===== config.mk =====
export PLATFORM = sky130hd
export DESIGN_NAME = refresh_sched
export DESIGN_NICKNAME = d
export VERILOG_FILES = /design/src/rtl/refresh_pkg.sv /design/src/rtl/rs_interval_timer.sv /design/src/rtl/rs_postpone_ctr.sv /design/src/rtl/rs_hot_guard.sv /design/src/rtl/refresh_sched.sv
export SDC_FILE = /design/constraint.sdc
export NUM_CORES = 1
export LEC_CHECK = 0
export BUFFER_PORTS_ARGS = -buffer_cell sky130_fd_sc_hd__buf_2
export CAP_MARGIN = 25
export CORE_MARGIN = 8
export CORE_UTILIZATION = 25
export DETAILED_ROUTE_END_ITERATION = 6
export RECOVER_POWER = 50
export SYNTH_ARGS = -nofsm -noshare
export SYNTH_HDL_FRONTEND = slang
export SYNTH_SLANG_ARGS = --single-unit

===== constraint.sdc =====
create_clock -name clk_i -period 3.1 [get_ports clk_i]
set_clock_uncertainty 0.15 [all_clocks]
set_input_delay 0.155 -clock clk_i [delete_from_list [all_inputs] [get_ports clk_i]]
set_output_delay 0.155 -clock clk_i [all_outputs]
set_load 0.05 [all_outputs]

===== src/rtl/refresh_pkg.sv =====
package refresh_pkg;
  function automatic int unsigned ps_to_cyc(int unsigned ps, int unsigned clk_ps);
    int unsigned c;
    c = ps / clk_ps;
    return (c < 1) ? 1 : c;
  endfunction

  function automatic int unsigned max_u(int unsigned a, int unsigned b);
    return (a > b) ? a : b;
  endfunction
endpackage


===== src/rtl/rs_interval_timer.sv =====
module rs_interval_timer #(
  parameter int unsigned NORM_CYC = 1950,
  parameter int unsigned HOT_CYC  = 975,
  parameter int unsigned TW       = 11
) (
  input  logic clk_i,
  input  logic rst_ni,
  input  logic hot_i,
  output logic tick_o
);
  localparam logic [TW-1:0] NORM_LD = TW'(NORM_CYC - 1);
  localparam logic [TW-1:0] HOT_LD  = TW'(HOT_CYC - 1);

  logic [TW-1:0] cnt_q;

  assign tick_o = (cnt_q == '0);

  // reload choice sampled only at expiry
  always_ff @(posedge clk_i or negedge rst_ni) begin
    if (!rst_ni)     cnt_q <= NORM_LD;
    else if (tick_o) cnt_q <= hot_i ? HOT_LD : NORM_LD;
    else             cnt_q <= cnt_q - 1'b1;
  end
endmodule


===== src/rtl/rs_postpone_ctr.sv =====
module rs_postpone_ctr #(
  parameter int unsigned MAX_POSTPONE = 8,
  parameter int unsigned CW           = 4
) (
  input  logic          clk_i,
  input  logic          rst_ni,
  input  logic          tick_i,
  input  logic          gnt_i,
  output logic [CW-1:0] cnt_o
);
  localparam logic [CW-1:0] FULL = CW'(MAX_POSTPONE);

  logic [CW-1:0] cnt_q, after_gnt, cnt_d;

  // grant retires first, then expiry adds with saturation
  always_comb begin
    after_gnt = (gnt_i && cnt_q != '0) ? cnt_q - 1'b1 : cnt_q;
    cnt_d     = (tick_i && after_gnt != FULL) ? after_gnt + 1'b1 : after_gnt;
  end

  always_ff @(posedge clk_i or negedge rst_ni) begin
    if (!rst_ni) cnt_q <= '0;
    else         cnt_q <= cnt_d;
  end

  assign cnt_o = cnt_q;
endmodule


===== src/rtl/rs_hot_guard.sv =====
module rs_hot_guard (
  input  logic clk_i,
  input  logic rst_ni,
  input  logic hot_i,
  input  logic sr_req_i,
  input  logic mr_done_i,
  output logic hot_sr_o,
  output logic sr_ok_o
);
  logic hot_q, conf_q;

  always_ff @(posedge clk_i or negedge rst_ni) begin
    if (!rst_ni) begin
      hot_q  <= 1'b0;
      conf_q <= 1'b0;
    end else begin
      hot_q  <= hot_i;
      conf_q <= hot_q & (conf_q | mr_done_i);
    end
  end

  assign hot_sr_o = hot_q;
  assign sr_ok_o  = sr_req_i & (~hot_q | conf_q);
endmodule


===== src/rtl/refresh_sched.sv =====
module refresh_sched #(
  parameter int unsigned CLK_PS       = 4000,
  parameter int unsigned NORM_PS      = 7_800_000,
  parameter int unsigned HOT_PS       = 3_900_000,
  parameter int unsigned MAX_POSTPONE = 8,
  localparam int unsigned CW          = $clog2(MAX_POSTPONE + 1)
) (
  input  logic          clk_i,
  input  logic          rst_ni,
  input  logic          hot_i,
  input  logic          ref_gnt_i,
  input  logic          sr_req_i,
  input  logic          mr_done_i,
  output logic          ref_req_o,
  output logic [CW-1:0] pend_cnt_o,
  output logic          urgent_o,
  output logic          hot_sr_o,
  output logic          sr_ok_o
);
  import refresh_pkg::*;

  localparam int unsigned NORM_CYC = ps_to_cyc(NORM_PS, CLK_PS);
  localparam int unsigned HOT_CYC  = ps_to_cyc(HOT_PS, CLK_PS);
  localparam int unsigned TW       = $clog2(max_u(NORM_CYC, HOT_CYC) + 1);

  logic tick;

  rs_interval_timer #(.NORM_CYC(NORM_CYC), .HOT_CYC(HOT_CYC), .TW(TW)) u_timer (
    .clk_i, .rst_ni, .hot_i, .tick_o(tick)
  );

  rs_postpone_ctr #(.MAX_POSTPONE(MAX_POSTPONE), .CW(CW)) u_pend (
    .clk_i, .rst_ni, .tick_i(tick), .gnt_i(ref_gnt_i), .cnt_o(pend_cnt_o)
  );

  rs_hot_guard u_guard (
    .clk_i, .rst_ni, .hot_i, .sr_req_i, .mr_done_i, .hot_sr_o, .sr_ok_o
  );

  assign ref_req_o = (pend_cnt_o != '0);
  assign urgent_o  = (pend_cnt_o == CW'(MAX_POSTPONE));
endmodule


==> results.cfg, run 1 <==
[run_status]
status = completed

[floorplanning]
placeableCoreArea_um2 = 3630
pin_count = 14
start_util_pct = 25.9
dieArea_um2 = 5980
die_h_um = 77.4
die_w_um = 77.4
placementRows = 22

[yosys]
syn_nets = 98
yosysMostFrequentCell = dfrtp_1
yosysSeqAreaShare_pct = 46.3
synth_warnings = 0
synth_ff_type = dfrtp_1
syn_area_per_cell_um2 = 10.7
ys_types = 34
synth_area_um2 = 941
synth_top_cell_by_area = dfrtp_1
ys_seq_elements = 17
synth_area_leaders = dfrtp_1 24%, dfstp_2 22%, ha_1 5.3%
synth-edff-count = 0
async_flop_share_pct = 100
synth_top_area_share_pct = 23.9
syn_inst = 88
synthTopCellsByCount = 9 x dfrtp_1, 8 x dfstp_2, 7 x inv_1

[setup_path]
crit_arrival_ns = 2.81
worstReg2RegStart = u_pend.cnt_o[0]
r2r_end = u_pend.cnt_o[1]
rrSetupSlack_ns = 0.27
cp_slowest_cell = a211oi_1
max_stage_delay_ns = 0.55
critPathMostFrequentCell = ha_1
start_kind = flip-flop
startpoint = u_pend.cnt_o[0]
endpoint_kind = flip-flop
rr_worst_depth = 7
crit_path_end = u_pend.cnt_o[1]
required_ns = 3.09
critPathKind = reg2reg
worstPathMaxFanout = 7
cp_cell_sequence = inv_1, ha_1, or3b_2, a211oi_1, ha_1, a31oi_4, mux2_1

[detailed_routing]
ant_nets = 0
dr.pass1.iters = 3
drtIter0Drc = 48
via_count = 714
drcViolationCount = 0
routed_wl_um = 1950
via_per_inst = 4.55
avgRoutedWirePerCell_um = 12.4

[global_route]
grt_pass1_vias = 725
grt_pass1_wl_um = 3400
grt-ovfl-total = 0
grt_use_total_pct = 6.78
grt_max_degree = 18
antenna_found_initial = 0

[pwr]
power_density_nw_per_um2 = 1020
total_power_mw = 1.17
peakVddDrop_uv = 545
leakagePower_nw = 0.486

[sta]
final-hold-violation-count = 0
fmax_mhz = 354
slew_headroom_pct = 38.4
fin_crit_ns = 2.83
tightest_slew_ns = 0.925
rsz0062_at_grt = false
slew_viol_final = 0
finalCritPeriodShare_pct = 91.1
tns_ns = 0
setup_viol = 0

[finish]
multi_input_area_um2 = 474
syn2layout_area_growth_pct = 21.9
stdcell_count = 157
ff_latch_area_um2 = 435
layout.nets = 120
fillers = 390
drive_above_1_share_pct = 25.7
antenna_cells = 0
fin_util_pct = 31.6

[flow_run]
max-cap-violations = 0

[clock_network]
cts.sinks = 17
clkLatencyLatePin_ns = 0.25
cts_buffers = 3
h-tree-depth = 1
clockBufferDepth = 2
cts_root_buffer = clkbuf_8
clk_pin_slew_ns = 0.07
cts_tree = built

[worst_hold_path]
hp-class = in2reg

[placement]
dp_hpwl_um = 1440
placed_cells = 150
gp_congestion = 0.792
port_buffers = 13
==> worst min path at each step <==
| stage | start | end | cells after the start | slack, ns |
|---|---|---|---|---|
| CTS | rst_ni | u_timer.cnt_q[5] | 2 | 0.22 |
| finish | ref_gnt_i | u_pend.cnt_o[0] | 4 | 0.31 |
| floorplan | rst_ni | u_guard.conf_q | 0 | -0.29 |
| global placement | rst_ni | u_guard.hot_sr_o | 1 | -0.05 |
| global route | ref_gnt_i | u_pend.cnt_o[0] | 4 | 0.34 |
| detailed placement | rst_ni | u_guard.conf_q | 1 | -0.05 |
==> cell families after synthesis <==
family | share of synthesized area (%)
multiplexers | 2.39
AO/OA/AOI/OAI | 13.0
buffers and inverters | 3.32
adder cells (fa/ha/maj) | 5.32
AND/OR/NAND/NOR | 23.1
XOR/XNOR | 6.52
flip-flops | 46.3
==> state kept, by name, indices dropped and copies added (netlist names) <==
signal	count
u_guard.hot_sr_o	1
u_pend.cnt_o	4
u_timer.cnt_q	11
u_guard.conf_q	1
==> report_power, final <==
group | internal [mW] | total [mW] | switching [mW]
Clock | 0.0912 | 0.164 | 0.0732
Combinational | 0.207 | 0.559 | 0.352
Sequential | 0.342 | 0.451 | 0.108
==> cell type report <==
cell class / count / area share [%]
multi-input cells: 63 / 41.3
flip-flops and latches: 17 / 37.9
repair buffers: 18 / 9.27
well taps: 48 / 5.23
clock buffers: 4 / 3.93
inverters: 7 / 2.29
==> layer usage <==
layer  vias up  wire, um  global-route usage [%]
met1       340       986                    9.18
met4         0         0                    1.13
met3         0       127                    3.11
met5         -         0                       0
li1        356         -                       -
met2        18       838                    9.69
==> worst max-delay path: cells and delay by family (launching register included) <==
| family | cells | cell delay, ns |
|---|---|---|
| AOI/OAI and AO/OA | 2 | 0.66 |
| adders and majority gates | 2 | 0.55 |
| and+or+nand+nor | 1 | 0.50 |
| DFF | 1 | 0.43 |
| muxes | 1 | 0.33 |
| buffers and inverters | 1 | 0.08 |
==> through the flow <==
stage,setup slack [ns],hold slack (ns),cell area (um^2)
2_1_floorplan,0.0777,-0.291,941
3_3_place_gp,0.432,-0.0536,1080
3_5_place_dp,0.343,-0.0516,1080
4_1_cts,0.311,0.219,1150
5_1_grt,0.118,0.337,1150
6_report,0.275,0.313,1150
==> what timing repair did <==
item / 4_1_cts / 5_1_grt
setup buffers: 0 / 0
hold buffers: 3 / 0
hold endpoints to repair: 20 / 0
resized for setup: 0 / 0
==> placed cells by master, fill, tap and decap left out, drive strengths merged, types with 2 or more instances in the layout <==
cell | synthesis | final
or3 | 2 | 2
dfrtp | 9 | 9
dlygate4sd3 | 0 | 3
nor3 | 2 | 2
inv | 7 | 7
nor2b | 4 | 4
nand2 | 6 | 6
a21boi | 3 | 3
xnor2 | 4 | 4
or4 | 3 | 3
clkbuf | 0 | 7
nor4 | 4 | 4
o21ai | 2 | 2
nor4bb | 2 | 2
mux2 | 2 | 2
a21oi | 3 | 3
nor2 | 5 | 5
buf | 1 | 12
dfstp | 8 | 8
a211oi | 2 | 2
ha | 4 | 4
xor2 | 3 | 3
Note: power is estimated with default switching activity, not from simulation.
==> run 2: changes to the inputs <==
--- a/config.mk
+++ b/config.mk
@@ -13,4 +13,5 @@
 export RECOVER_POWER = 50
 export SYNTH_ARGS = -nofsm -noshare
 export SYNTH_HDL_FRONTEND = slang
+export SYNTH_HIERARCHICAL = 1
 export SYNTH_SLANG_ARGS = --single-unit
==> run 2 against run 1 <==
Effect of this change:
- cell count increased by 17%
- first-iteration DRC count increased by 44%
- via count increased by 29%
- sequential share of layout area decreased by 5.8 points
- critical path depth increased by 2
- synthesized cell count increased by 27%
- global-route usage increased by 0.25 points
- wire length increased by 28%
- critical endpoint is now u_pend/cnt_o[1]
==> results.cfg, run 2 <==
[global_route]
grt-ovfl-total = 0
grt_use_total_pct = 7.02
grt_pass1_wl_um = 4330
antenna_found_initial = 0
grt_pass1_vias = 940
grt_max_degree = 18

[detailed_routing]
met3_length_um = 42
dr.pass1.iters = 4
ant_nets = 0
wirelength_met1_um = 1140
top_layer_used = met4
drcViolationCount = 0
via_count = 918
met2_length_um = 1280
drtIter0Drc = 69
avgRoutedWirePerCell_um = 13.6
routed_wl_um = 2510
via_per_inst = 4.99

[floorplanning]
pin_count = 14
start_util_pct = 26.1
placeableCoreArea_um2 = 4380
dieArea_um2 = 6990
die_h_um = 83.6
die_w_um = 83.6
placementRows = 24

[clock_network]
clockBufferDepth = 2
cts.sinks = 17
post_cts_buffers = 0
clk_pin_slew_ns = 0.07
cts_tree = built
cts_buffers = 3
clkLatencyLatePin_ns = 0.25
h-tree-depth = 1
cts_root_buffer = clkbuf_8

[yosys]
synth_compound_area_share_pct = 15.6
async_flop_share_pct = 100
synth_simple_gate_area_share_pct = 26.9
synth_top_cell_by_area = dfrtp_1
synth_area_um2 = 1140
syn_area_per_cell_um2 = 10.2
ys_seq_elements = 17
yosysSeqAreaShare_pct = 38.1
synthXorXnorAreaFrac_pct = 2.30
synth_top_area_share_pct = 19.7
synthAdderAreaFrac_pct = 5.47
synth_top_family_by_area = simple AND/OR/NAND/NOR gates
synth_area_leaders = dfrtp_1 20%, dfstp_2 18%, ha_1 5.5%
syn_nets = 123
ys_types = 45
synth-edff-count = 0
yosysMostFrequentCell = inv_1
synth_ff_type = dfrtp_1
syn_inst = 112
synthMuxAreaShare_pct = 6.56
synth_warnings = 6
synthTopCellsByCount = 11 x inv_1, 9 x dfrtp_1, 8 x dfstp_2

[setup_path]
worstPathMaxFanout = 7
required_ns = 3.08
critPathKind = reg2reg
endpoint_kind = flip-flop
start_kind = flip-flop
crit_arrival_ns = 2.66

[sta]
tightest_slew_ns = 0.936
slew_headroom_pct = 37.6
tns_ns = 0
final-hold-violation-count = 0
setup_viol = 0
rsz0062_at_grt = false
slew_viol_final = 0
fmax_mhz = 374
fin_crit_ns = 2.67
finalCritPeriodShare_pct = 86.2

[finish]
top_register = u_timer/cnt_q
final_common_cell = inv_1
largest_register_ff_count = 11
layout_common_cells = 11 x inv_1, 9 x buf_2, 9 x dfrtp_1
fin_util_pct = 30.9
syn2layout_area_growth_pct = 18.4
layout.nets = 144
antenna_cells = 0
drive_above_1_share_pct = 25.8
fillers = 446
stdcell_area_um2 = 1350

[placement]
dp_hpwl_um = 1910
gp_congestion = 0.749
port_buffers = 13
dpl_cell_area_um2 = 1280

[run_status]
status = completed

[pwr]
leakagePower_nw = 0.588
peakVddDrop_uv = 237
power_density_nw_per_um2 = 1080

[flow_run]
max-cap-violations = 0

[worst_hold_path]
hp-class = in2reg
run 2: cell types whose count changed after synthesis, sizes merged, moves of 3 or more:
| cell | before | now |
|---|---|---|
| inv | 7 | 12 |
| and4 | 0 | 6 |
| mux2i | 0 | 6 |
| nor4 | 4 | 1 |
| nor2b | 4 | 7 |
| xor2 | 3 | 0 |
run 2: stage by stage:
| step | instances | hold WS (ns) | setup slack, ns | total power [mW] |
|---|---|---|---|---|
| after floorplan | 112 | -0.291 | 0.382 | 1.08 |
| after CTS | 184 | 0.225 | 0.438 | 1.46 |
| after detailed placement | 177 | -0.0425 | 0.447 | 1.29 |
| after global routing | 184 | 0.291 | 0.318 | 1.56 |
| final | 184 | 0.225 | 0.428 | 1.46 |
| after global placement | 177 | -0.0489 | 0.556 | 1.24 |
run 2: layout make-up:
| type | count | area, um^2 | area share, % |
|---|---|---|---|
| flip-flops and latches | 17 | 435 | 32.2 |
| inverters | 12 | 45.0 | 3.33 |
| well taps | 52 | 65.1 | 4.81 |
| repair buffers | 19 | 113 | 8.32 |
| clock buffers | 4 | 45.0 | 3.33 |
| multi-input cells | 80 | 651 | 48.1 |
run 2: final timing paths:
check / to / slack (ns) / depth (start not counted) / startpoint
max: u_pend/cnt_o[1] / 0.43 / 9 / u_pend/cnt_o[1]
min: u_pend/cnt_o[2] / 0.22 / 4 / ref_gnt_i
max reg2reg: u_pend/cnt_o[1] / 0.43 / 9 / u_pend/cnt_o[1]
min reg2reg: u_guard/conf_q / 0.35 / 1 / u_guard/conf_q
max in group asynchronous: u_pend/cnt_o[0] / 1.81 / 2 / rst_ni
min in group asynchronous: u_timer/cnt_q[1] / 0.41 / 2 / rst_ni
run 2: cells by family after synthesis:
family | after synthesis
buffers and inverters | 15
adder cells (fa/ha/maj) | 5
flip-flops | 17
AND/OR/NAND/NOR | 43
AO/OA/AOI/OAI | 22
XOR/XNOR | 3
multiplexers | 7
run 2: report_power, final:
group / internal (mW) / total (mW) / switching (mW) / leakage (nW)
sequential: 0.355 / 0.513 / 0.158 / 0.195
clock: 0.0911 / 0.166 / 0.0747 / 0.0228
combinational: 0.302 / 0.777 / 0.475 / 0.371
total: 0.749 / 1.46 / 0.707 / 0.588
run 2: worst max-delay path: stages (launching register included):
cell and delay, ns:
dfrtp_1 0.44, inv_1 0.10, ha_1 0.24, or3b_1 0.41
a211o_1 0.32, inv_1 0.07, ha_1 0.13, inv_1 0.07
o31ai_4 0.30, mux2_4 0.32
run 2: what timing repair did:
action	in CTS	in global routing
hold endpoints to repair	20	0
gates resized for setup	0	0
endpoints found under the setup margin	0	0
hold buffers	3	0
run 2: layer usage:
| layer | global-route usage (%) | up-vias |
|---|---|---|
| li1 | - | 454 |
| met1 | 8.04 | 448 |
| met2 | 12.4 | 12 |
| met3 | 0.586 | 4 |
| met4 | 4.08 | 0 |
| met5 | 0 | - |
==> run 3: changes to the inputs <==
--- a/config.mk
+++ b/config.mk
@@ -10,6 +10,7 @@
 export CORE_MARGIN = 8
 export CORE_UTILIZATION = 25
 export DETAILED_ROUTE_END_ITERATION = 6
+export PLACE_DENSITY = 0.45
 export RECOVER_POWER = 50
 export SYNTH_ARGS = -nofsm -noshare
 export SYNTH_HDL_FRONTEND = slang
==> run 3 against run 2 <==
Effect of this change:
- maximum frequency is 0.80% higher
- count of clock-buffer cells in the layout stayed put
- clock power hardly changed
- via count is 2.4% lower
- first-iteration DRC count is 12% higher
- sequential power hardly changed
- combinational power is 0.9% lower
- sequential share of layout area stayed put
- non-clock buffer count stayed put
- cell count stayed put
- power is 0.67% lower
- sequential cell count stayed put
- largest power group unchanged
==> results.cfg, run 3 (synthesized netlist as in run 2, its figures left out) <==
[setup_path]
endpoint_kind = flip-flop
critPathKind = reg2reg
worstPathMaxFanout = 8
start_kind = flip-flop
crit_arrival_ns = 2.64
required_ns = 3.09
rr_worst_depth = 9

[floorplanning]
pin_count = 14
die_h_um = 83.6
placeableCoreArea_um2 = 4380
placementRows = 24
start_util_pct = 26.1
die_w_um = 83.6
dieArea_um2 = 6990

[detailed_routing]
avgRoutedWirePerCell_um = 13.6
met2_length_um = 1180
routed_wl_um = 2500
via_count = 896
via_per_inst = 4.87
drtIter0Drc = 77
dr.pass1.iters = 4
ant_nets = 0
top_layer_used = met4
met3_length_um = 84
drcViolationCount = 0
wirelength_met1_um = 1210

[run_status]
status = completed

[finish]
layout.nets = 144
fin_util_pct = 30.9
drive_above_1_share_pct = 25.8
largest_register_ff_count = 11
stdcell_area_um2 = 1350
final_common_cell = inv_1
antenna_cells = 0
top_register = u_timer/cnt_q
stdcell_count = 184
layout_common_cells = 11 x inv_1, 9 x buf_2, 9 x dfrtp_1
syn2layout_area_growth_pct = 18.4

[placement]
dp_hpwl_um = 1840
pre_cts_ws_ns = 0.462
placed_cells = 177
port_buffers = 13
dpl_cell_area_um2 = 1280
gp_congestion = 0.772

[global_route]
antenna_found_initial = 0
grt_pass1_wl_um = 4400
grt_max_degree = 18
grt_pass1_vias = 906
grt_use_total_pct = 7.29
grt-ovfl-total = 0

[clock_network]
h-tree-depth = 1
cts_buffers = 3
cts_root_buffer = clkbuf_8
cts.sinks = 17
clkLatencyLatePin_ns = 0.25
cts_tree = built
clk_pin_slew_ns = 0.06
clockBufferDepth = 2
post_cts_buffers = 0

[pwr]
sw_frac_of_total_pct = 48.3
seqPwrFrac_pct = 35.4
combPwrFrac_pct = 53.2
leakagePower_nw = 0.588
power_density_nw_per_um2 = 1070
peakVddDrop_uv = 241
p_int_mw = 0.748
p_sw_mw = 0.698
p_clk_share_pct = 11.3

[sta]
rsz0062_at_grt = false
fin_ws_ns = 0.449
fin_crit_ns = 2.65
slew_viol_final = 0
setup_viol = 0
tightest_slew_ns = 0.939
tns_ns = 0
fmax_mhz = 377
finalCritPeriodShare_pct = 85.5
slew_headroom_pct = 37.4
final-hold-violation-count = 0

[worst_hold_path]
hold_depth = 4
hp-class = in2reg

[flow_run]
max-cap-violations = 0
run 3: path summary, 6_finish.rpt:
| check | startpoint | end | slack, ns |
|---|---|---|---|
| worst max register to register | u_pend/cnt_o[0] | u_pend/cnt_o[1] | 0.45 |
| min in group asynchronous | rst_ni | u_timer/cnt_q[6] | 0.41 |
| worst min-delay path | ref_gnt_i | u_pend/cnt_o[2] | 0.25 |
| worst min register to register | u_timer/cnt_q[7] | u_timer/cnt_q[7] | 0.35 |
| max in group asynchronous | rst_ni | u_pend/cnt_o[1] | 1.82 |
| worst max-delay path | u_pend/cnt_o[0] | u_pend/cnt_o[1] | 0.45 |
run 3: layout make-up:
type	instances	area (um^2)
repair buffers	19	113
multi-input cells	80	651
clock buffers	4	45.0
flip-flops and latches	17	435
fillers	456	3030
inverters	12	45.0
well taps	52	65.1
run 3: power groups by stage:
stage	Combinational [mW]	Clock, mW	Sequential [mW]
after floorplan	0.524	0	0.557
after global placement	0.751	0	0.506
after detailed placement	0.767	0	0.513
after CTS	0.776	0.174	0.510
after global routing	0.860	0.180	0.536
final	0.770	0.164	0.512
run 3: worst max-delay path, cell delays in order, from the launching register on:
cell and delay [ns]:
dfrtp_1 0.45, inv_1 0.09, ha_1 0.24, or3b_1 0.40, a211o_1 0.32, inv_1 0.07, ha_1 0.13, inv_1 0.07
o31ai_4 0.29, mux2_4 0.32
run 3: per-layer routing:
layer / up-vias / GRT usage [%]
met1: 430 / 9.34
met4: 0 / 2.67
met3: 2 / 2.15
li1: 452 / -
met5: - / 0
met2: 12 / 11.2
run 3: repair_timing:
| item | in CTS | in global routing |
|---|---|---|
| hold buffers | 3 | 0 |
| endpoints found under the setup margin | 0 | 0 |
| resized for setup | 0 | 0 |
| endpoints found under the hold margin | 20 | 0 |
run 3: stage by stage:
stage,power [mW],hold WS (ns)
6_report,1.45,0.250
5_1_grt,1.58,0.301
4_1_cts,1.46,0.219
3_5_place_dp,1.28,-0.0418
3_3_place_gp,1.26,-0.0445
2_1_floorplan,1.08,-0.291
